`config.mk`:
```
export PLATFORM = sky130hd
export DESIGN_NAME = acc12_core
export DESIGN_NICKNAME = d
export VERILOG_FILES = /design/src/rtl/acc12_pkg.sv /design/src/rtl/acc12_ea.sv /design/src/rtl/acc12_alu.sv /design/src/rtl/acc12_core.sv
export SDC_FILE = /design/constraint.sdc
export NUM_CORES = 1
export LEC_CHECK = 0
export ABC_AREA = 1
export CAP_MARGIN = 30
export CORE_ASPECT_RATIO = 1.25
export CORE_MARGIN = 2
export CORE_UTILIZATION = 29
export CTS_BUF_LIST = sky130_fd_sc_hd__clkbuf_8
export CTS_CLUSTER_SIZE = 14
export DETAILED_ROUTE_END_ITERATION = 8
export GPL_ROUTABILITY_DRIVEN = 1
export GPL_TIMING_DRIVEN = 0
export PLACE_DENSITY_LB_ADDON = 0.3
export SLEW_MARGIN = 20
export SYNTH_ARGS = -nofsm -noshare
export SYNTH_HDL_FRONTEND = slang
export SYNTH_SLANG_ARGS = --single-unit
export TNS_END_PERCENT = 5
```
`constraint.sdc`:
```
create_clock -name clk -period 2.7 [get_ports clk]
set_input_delay 0.405 -clock clk [delete_from_list [all_inputs] [get_ports clk]]
set_output_delay 0.405 -clock clk [all_outputs]
set_load 0.005 [all_outputs]
```
`src/rtl/acc12_pkg.sv`:
```
package acc12_pkg;
  typedef enum logic [3:0] {
    ST_FETCH, ST_FWAIT, ST_IND, ST_IWAIT, ST_EXEC,
    ST_RD, ST_RWAIT, ST_WR, ST_HALT
  } st_t;

  typedef enum logic [2:0] {
    OP_AND = 3'd0, OP_TAD = 3'd1, OP_ISZ = 3'd2, OP_DCA = 3'd3,
    OP_JMS = 3'd4, OP_JMP = 3'd5, OP_IOT = 3'd6, OP_OPR = 3'd7
  } op_t;
endpackage

```
`src/rtl/acc12_ea.sv`:
```
// Direct effective address: page zero, or the page of the instruction.
module acc12_ea #(
  parameter int W     = 12,
  parameter int OFF_W = 7
) (
  input  logic [W-1:0] instr,
  input  logic [W-1:0] ipc,
  output logic [W-1:0] ea
);
  localparam int PG_W = W - OFF_W;

  always_comb begin
    if (instr[OFF_W]) ea = {ipc[W-1:OFF_W], instr[OFF_W-1:0]};
    else              ea = {{PG_W{1'b0}}, instr[OFF_W-1:0]};
  end
endmodule

```
`src/rtl/acc12_alu.sv`:
```
// Accumulator update for AND and add, plus the increment used by ISZ.
module acc12_alu
  import acc12_pkg::*;
#(
  parameter int W = 12
) (
  input  op_t          op,
  input  logic [W-1:0] ac,
  input  logic         lk,
  input  logic [W-1:0] opnd,
  output logic [W-1:0] ac_nx,
  output logic         lk_nx,
  output logic [W-1:0] inc,
  output logic         inc_zero
);
  localparam logic [W-1:0] ONE = W'(1);
  logic [W:0] sum;

  always_comb begin
    sum      = {1'b0, ac} + {1'b0, opnd};
    inc      = opnd + ONE;
    inc_zero = (inc == '0);
    ac_nx    = ac;
    lk_nx    = lk;
    case (op)
      OP_AND: ac_nx = ac & opnd;
      OP_TAD: begin
        ac_nx = sum[W-1:0];
        lk_nx = lk ^ sum[W];
      end
      default: ;
    endcase
  end
endmodule

```
`src/rtl/acc12_core.sv`:
```
module acc12_core
  import acc12_pkg::*;
#(
  parameter int          W         = 12,
  parameter int          OFF_W     = 7,
  parameter logic [11:0] HALT_WORD = 12'o7402
) (
  input  logic         clk,
  input  logic         rst,
  input  logic         start,
  output logic [W-1:0] mem_addr,
  output logic [W-1:0] mem_wdata,
  output logic         mem_we,
  input  logic [W-1:0] mem_rdata,
  output logic [W-1:0] pc,
  output logic [W-1:0] acc,
  output logic         link,
  output logic         halted
);
  localparam int           OP_LSB  = W - 3;
  localparam int           IND_BIT = OFF_W + 1;
  localparam logic [W-1:0] ONE     = W'(1);

  st_t          st_q;
  op_t          op_q;
  logic [W-1:0] pc_q, ac_q, ea_q, wd_q;
  logic         lk_q, hlt_q;

  op_t          fw_op;
  logic [W-1:0] ea_dir;
  logic [W-1:0] alu_ac, alu_inc;
  logic         alu_lk, alu_zero;

  assign fw_op = op_t'(mem_rdata[W-1:OP_LSB]);

  // The page comes from pc_q, which still holds the instruction's address
  // during ST_FWAIT.
  acc12_ea #(.W(W), .OFF_W(OFF_W)) u_ea (
    .instr (mem_rdata),
    .ipc   (pc_q),
    .ea    (ea_dir)
  );

  acc12_alu #(.W(W)) u_alu (
    .op       (op_q),
    .ac       (ac_q),
    .lk       (lk_q),
    .opnd     (mem_rdata),
    .ac_nx    (alu_ac),
    .lk_nx    (alu_lk),
    .inc      (alu_inc),
    .inc_zero (alu_zero)
  );

  always_ff @(posedge clk) begin
    if (rst) begin
      st_q  <= ST_FETCH;
      op_q  <= OP_AND;
      pc_q  <= '0;
      ac_q  <= '0;
      ea_q  <= '0;
      wd_q  <= '0;
      lk_q  <= 1'b0;
      hlt_q <= 1'b0;
    end else begin
      case (st_q)
        ST_FETCH: st_q <= ST_FWAIT;
        ST_FWAIT: begin
          pc_q <= pc_q + ONE;
          op_q <= fw_op;
          ea_q <= ea_dir;
          if (fw_op == OP_OPR) begin
            if (mem_rdata == HALT_WORD) begin
              hlt_q <= 1'b1;
              st_q  <= ST_HALT;
            end else begin
              st_q <= ST_FETCH;
            end
          end else if (fw_op == OP_IOT) begin
            st_q <= ST_FETCH;
          end else if (mem_rdata[IND_BIT]) begin
            st_q <= ST_IND;
          end else begin
            st_q <= ST_EXEC;
          end
        end
        ST_IND:   st_q <= ST_IWAIT;
        ST_IWAIT: begin
          ea_q <= mem_rdata;
          st_q <= ST_EXEC;
        end
        ST_EXEC: begin
          case (op_q)
            OP_DCA: begin
              wd_q <= ac_q;
              ac_q <= '0;
              st_q <= ST_WR;
            end
            OP_JMS: begin
              wd_q <= pc_q;
              pc_q <= ea_q + ONE;
              st_q <= ST_WR;
            end
            OP_JMP: begin
              pc_q <= ea_q;
              st_q <= ST_FETCH;
            end
            default: st_q <= ST_RD;
          endcase
        end
        ST_RD:    st_q <= ST_RWAIT;
        ST_RWAIT: begin
          if (op_q == OP_ISZ) begin
            wd_q <= alu_inc;
            if (alu_zero) pc_q <= pc_q + ONE;
            st_q <= ST_WR;
          end else begin
            ac_q <= alu_ac;
            lk_q <= alu_lk;
            st_q <= ST_FETCH;
          end
        end
        ST_WR:    st_q <= ST_FETCH;
        ST_HALT: begin
          if (start) begin
            hlt_q <= 1'b0;
            st_q  <= ST_FETCH;
          end
        end
        default:  st_q <= ST_FETCH;
      endcase
    end
  end

  always_comb begin
    mem_addr  = (st_q == ST_FETCH) ? pc_q : ea_q;
    mem_we    = (st_q == ST_WR);
    mem_wdata = wd_q;
  end

  assign pc     = pc_q;
  assign acc    = ac_q;
  assign link   = lk_q;
  assign halted = hlt_q;
endmodule

```
==> results.sh <==
export IMPL_reg2reg_slack_ns=0.67
export IMPL_root_buffer="clkbuf_8"
export IMPL_finalWirelength_um=14600
export IMPL_io_pins=66
export IMPL_start_util_pct=29.4
export IMPL_clockBufferDepth=2
export IMPL_skew_ns=0.0121
export IMPL_die_height_um=138
export IMPL_ir_drop_mv=0.228
export IMPL_crit_reg2reg_launch="acc[0]"
export IMPL_drcViolationCount=0
export IMPL_io_buffers=65
export IMPL_ys_seq_elements=57
export IMPL_syn_nets=703
export IMPL_yosys_warnings=0
export IMPL_firstDrtPassIters=5
export IMPL_status="finished, final reports clean"
export IMPL_multiInputGateArea_um2=2650
export IMPL_synth_top_area_share_pct=27.3
export IMPL_p_leak_nw=2.17
export IMPL_cts_tree="yes"
export IMPL_syn_avg_cell_area_um2=6.24
export IMPL_slew_headroom_pct=55.0
export IMPL_cp_required_ns=2.30
export IMPL_cp_arrival_ns=2.21
export IMPL_drt_iter0_drc=414
export IMPL_hold_viol_final=0
export IMPL_grt_max_degree=11
export IMPL_viasPerCell=5.14
export IMPL_gp_congestion=0.911
export IMPL_die_w_um=111
export IMPL_coreArea_um2=14200
export IMPL_synth_edf_count=0
export IMPL_grt_pass1_wl_um=23100
export IMPL_synth_async_reset_ratio_pct=0
export IMPL_seq_area_frac_synth_pct=27.3
export IMPL_worstRegToRegCells=10
export IMPL_fp_row_count=49
export IMPL_maxCapViolCount=0
export IMPL_synthTopCellsByArea="dfxtp_1, nand2_1, o21ai_0"
export IMPL_nets=779
export IMPL_synth_top_cell_by_area="dfxtp_1"
export IMPL_placed_cell_area_um2=5050
export IMPL_final_max_slew_viol_count=0
export IMPL_drive_gt1_share_pct=6.66
export IMPL_area_growth_pct=26.5
export IMPL_path_clk_slew_ns=0.07
export IMPL_synth_most_common_cell="nand2_1"
export IMPL_synth_distinct_cells=41
export IMPL_wl_per_cell_um=15.7
export IMPL_synthFlopType="dfxtp_1"
export IMPL_syn_inst=670
export IMPL_first_global_vias=4430
export IMPL_die_area_um2=15400
export IMPL_htreeDepth=3
export IMPL_antenna_found_initial=0
export IMPL_end_kind="output port"
export IMPL_min_period_ns=2.61
export IMPL_cts_sinks=57
export IMPL_whs_path_depth=2
export IMPL_worstReg2RegEnd="acc[6]"
export IMPL_timing_final_crit_share_pct=96.8
export IMPL_timing_fmax_mhz=383
export IMPL_path_max_fanout=10
export IMPL_min_to="halted"
export IMPL_cp_start_kind="flop"
export IMPL_gr_usage_all_layers_pct=18.8
export IMPL_clk_latency_ns=0.36
export IMPL_synth_commonest_cells="nand2_1, o21ai_0, nor2_1, inv_1, a21oi_1"
export IMPL_rsz0062_at_grt="false"
export IMPL_hpwl_um=11500
export IMPL_vias=4772
export IMPL_final_area_um2=5290
export IMPL_overflow=0
export IMPL_min_delay_start="halted"
export IMPL_setup_viol_count_final=0
export IMPL_ant_nets=0
export IMPL_fillers=1603
export IMPL_powerDensity_nw_per_um2=615
export IMPL_min_path_type="flop to flop"
export IMPL_setup_ws_ns=0.0872
export IMPL_cts_inserted_buffers=9
export IMPL_hold_buffers=0
export IMPL_diodes=0
export IMPL_worst_pin_slew_ns=0.676
export IMPL_syn_cell_area_um2=4180
export IMPL_seq_area_um2=1140
export IMPL_path_class="flop to output port"
export IMPL_pre_cts_ws_ns=-0.176
[sequential cells by signal (all words and copies together) (netlist names)]
signal     flops
link           1
st_q           4
pc            12
acc           12
mem_wdata     12
ea_q          12
op_q           3
halted         1
[metal layers]
layer	vias up	track usage, %	wire, um
li1	2410	-	-
met1	2150	23.4	6180
met2	181	32.5	7090
met3	31	2.85	885
met4	0	7.73	407
met5	-	0	0
[logic make-up (layout without fill, tap and decap cells)]
logic type | after synthesis | after routing | share of synthesized area (%)
buf+inv | 94 | 175 | 9.37
xor+xnor | 8 | 8 | 1.68
fa+ha+maj | 18 | 18 | 5.57
compound gates | 176 | 176 | 23.2
flops | 57 | 57 | 27.3
simple gates | 317 | 317 | 32.9
[cell type report]
| class | count | area share, % |
|---|---|---|
| Inverter | 69 | 4.90 |
| Clock buffer | 11 | 2.86 |
| Tap cell | 178 | 4.21 |
| Multi-Input combinational cell | 519 | 50.1 |
| Timing Repair Buffer | 65 | 12.3 |
| Buffer | 25 | 2.56 |
| Sequential cell | 57 | 21.6 |
| Clock inverter | 5 | 1.47 |
[how the worst max path moves through the flow]
stage                             from            to  slack (ns)  cells past startpoint
after global placement    mem_rdata[1]         pc[0]       -0.18                     12
final                          st_q[1]   mem_addr[8]        0.09                      5
after detailed placement  mem_rdata[1]         pc[0]       -0.18                     12
after floorplan           mem_rdata[0]        acc[6]        0.86                     10
after CTS                      st_q[1]   mem_addr[8]        0.02                      6
after global routing           st_q[1]  mem_addr[10]        0.03                      5
[where the power goes]
group          internal, W  switching (W)  leakage, nW
sequential        0.000954       0.000126        0.464
combinational     0.000514       0.000724         1.59
clock             0.000566       0.000371        0.115
total              0.00203        0.00122         2.17
[per-stage QoR]
| stage | setup TNS, ns | std cells | util [%] | total power, W | hold WS, ns |
|---|---|---|---|---|---|
| final | 0 | 929 | 37.2 | 0.00325 | 0.465 |
| after global routing | 0 | 929 | 37.2 | 0.00347 | 0.497 |
| after CTS | 0 | 929 | 37.2 | 0.00328 | 0.465 |
| after detailed placement | -1.60 | 913 | 35.5 | 0.00232 | 0.455 |
| after global placement | -1.64 | 913 | 35.5 | 0.00232 | 0.453 |
| after floorplan | 0 | 670 | - | 0.00178 | 0.449 |
[what timing repair did]
action                                  CTS  global route
buffers inserted                          0             0
endpoints found under the setup margin   12            10
gates resized for setup                   2             2
hold endpoints to repair                  0             0
[cell usage in the layout (no fill, tap or decap), types with 3 or more instances in the layout]
master and count:
nor3_1 9, nand2_1 162, dfxtp_1 57, o211ai_1 18, buf_4 3, clkbuf_8 11, a21oi_1 64, or2_2 6
nand2_2 3, o21ai_0 71, clkbuf_1 12, buf_6 3, xor2_1 7, clkdlybuf4s50_1 65, a31oi_1 11, ha_1 17
nor2_2 5, nand3_1 48, inv_1 67, nor2_1 67, buf_2 4, nand4_1 8
[worst max-delay path, stage by stage, from the launching register on]
cell and delay, ns:
dfxtp_1 0.37, nor2_2 0.21, nand2_1 0.20, clkbuf_2 0.26, o21ai_0 0.26, clkdlybuf4s50_1 0.55
Power figures use the tool's default switching activity.
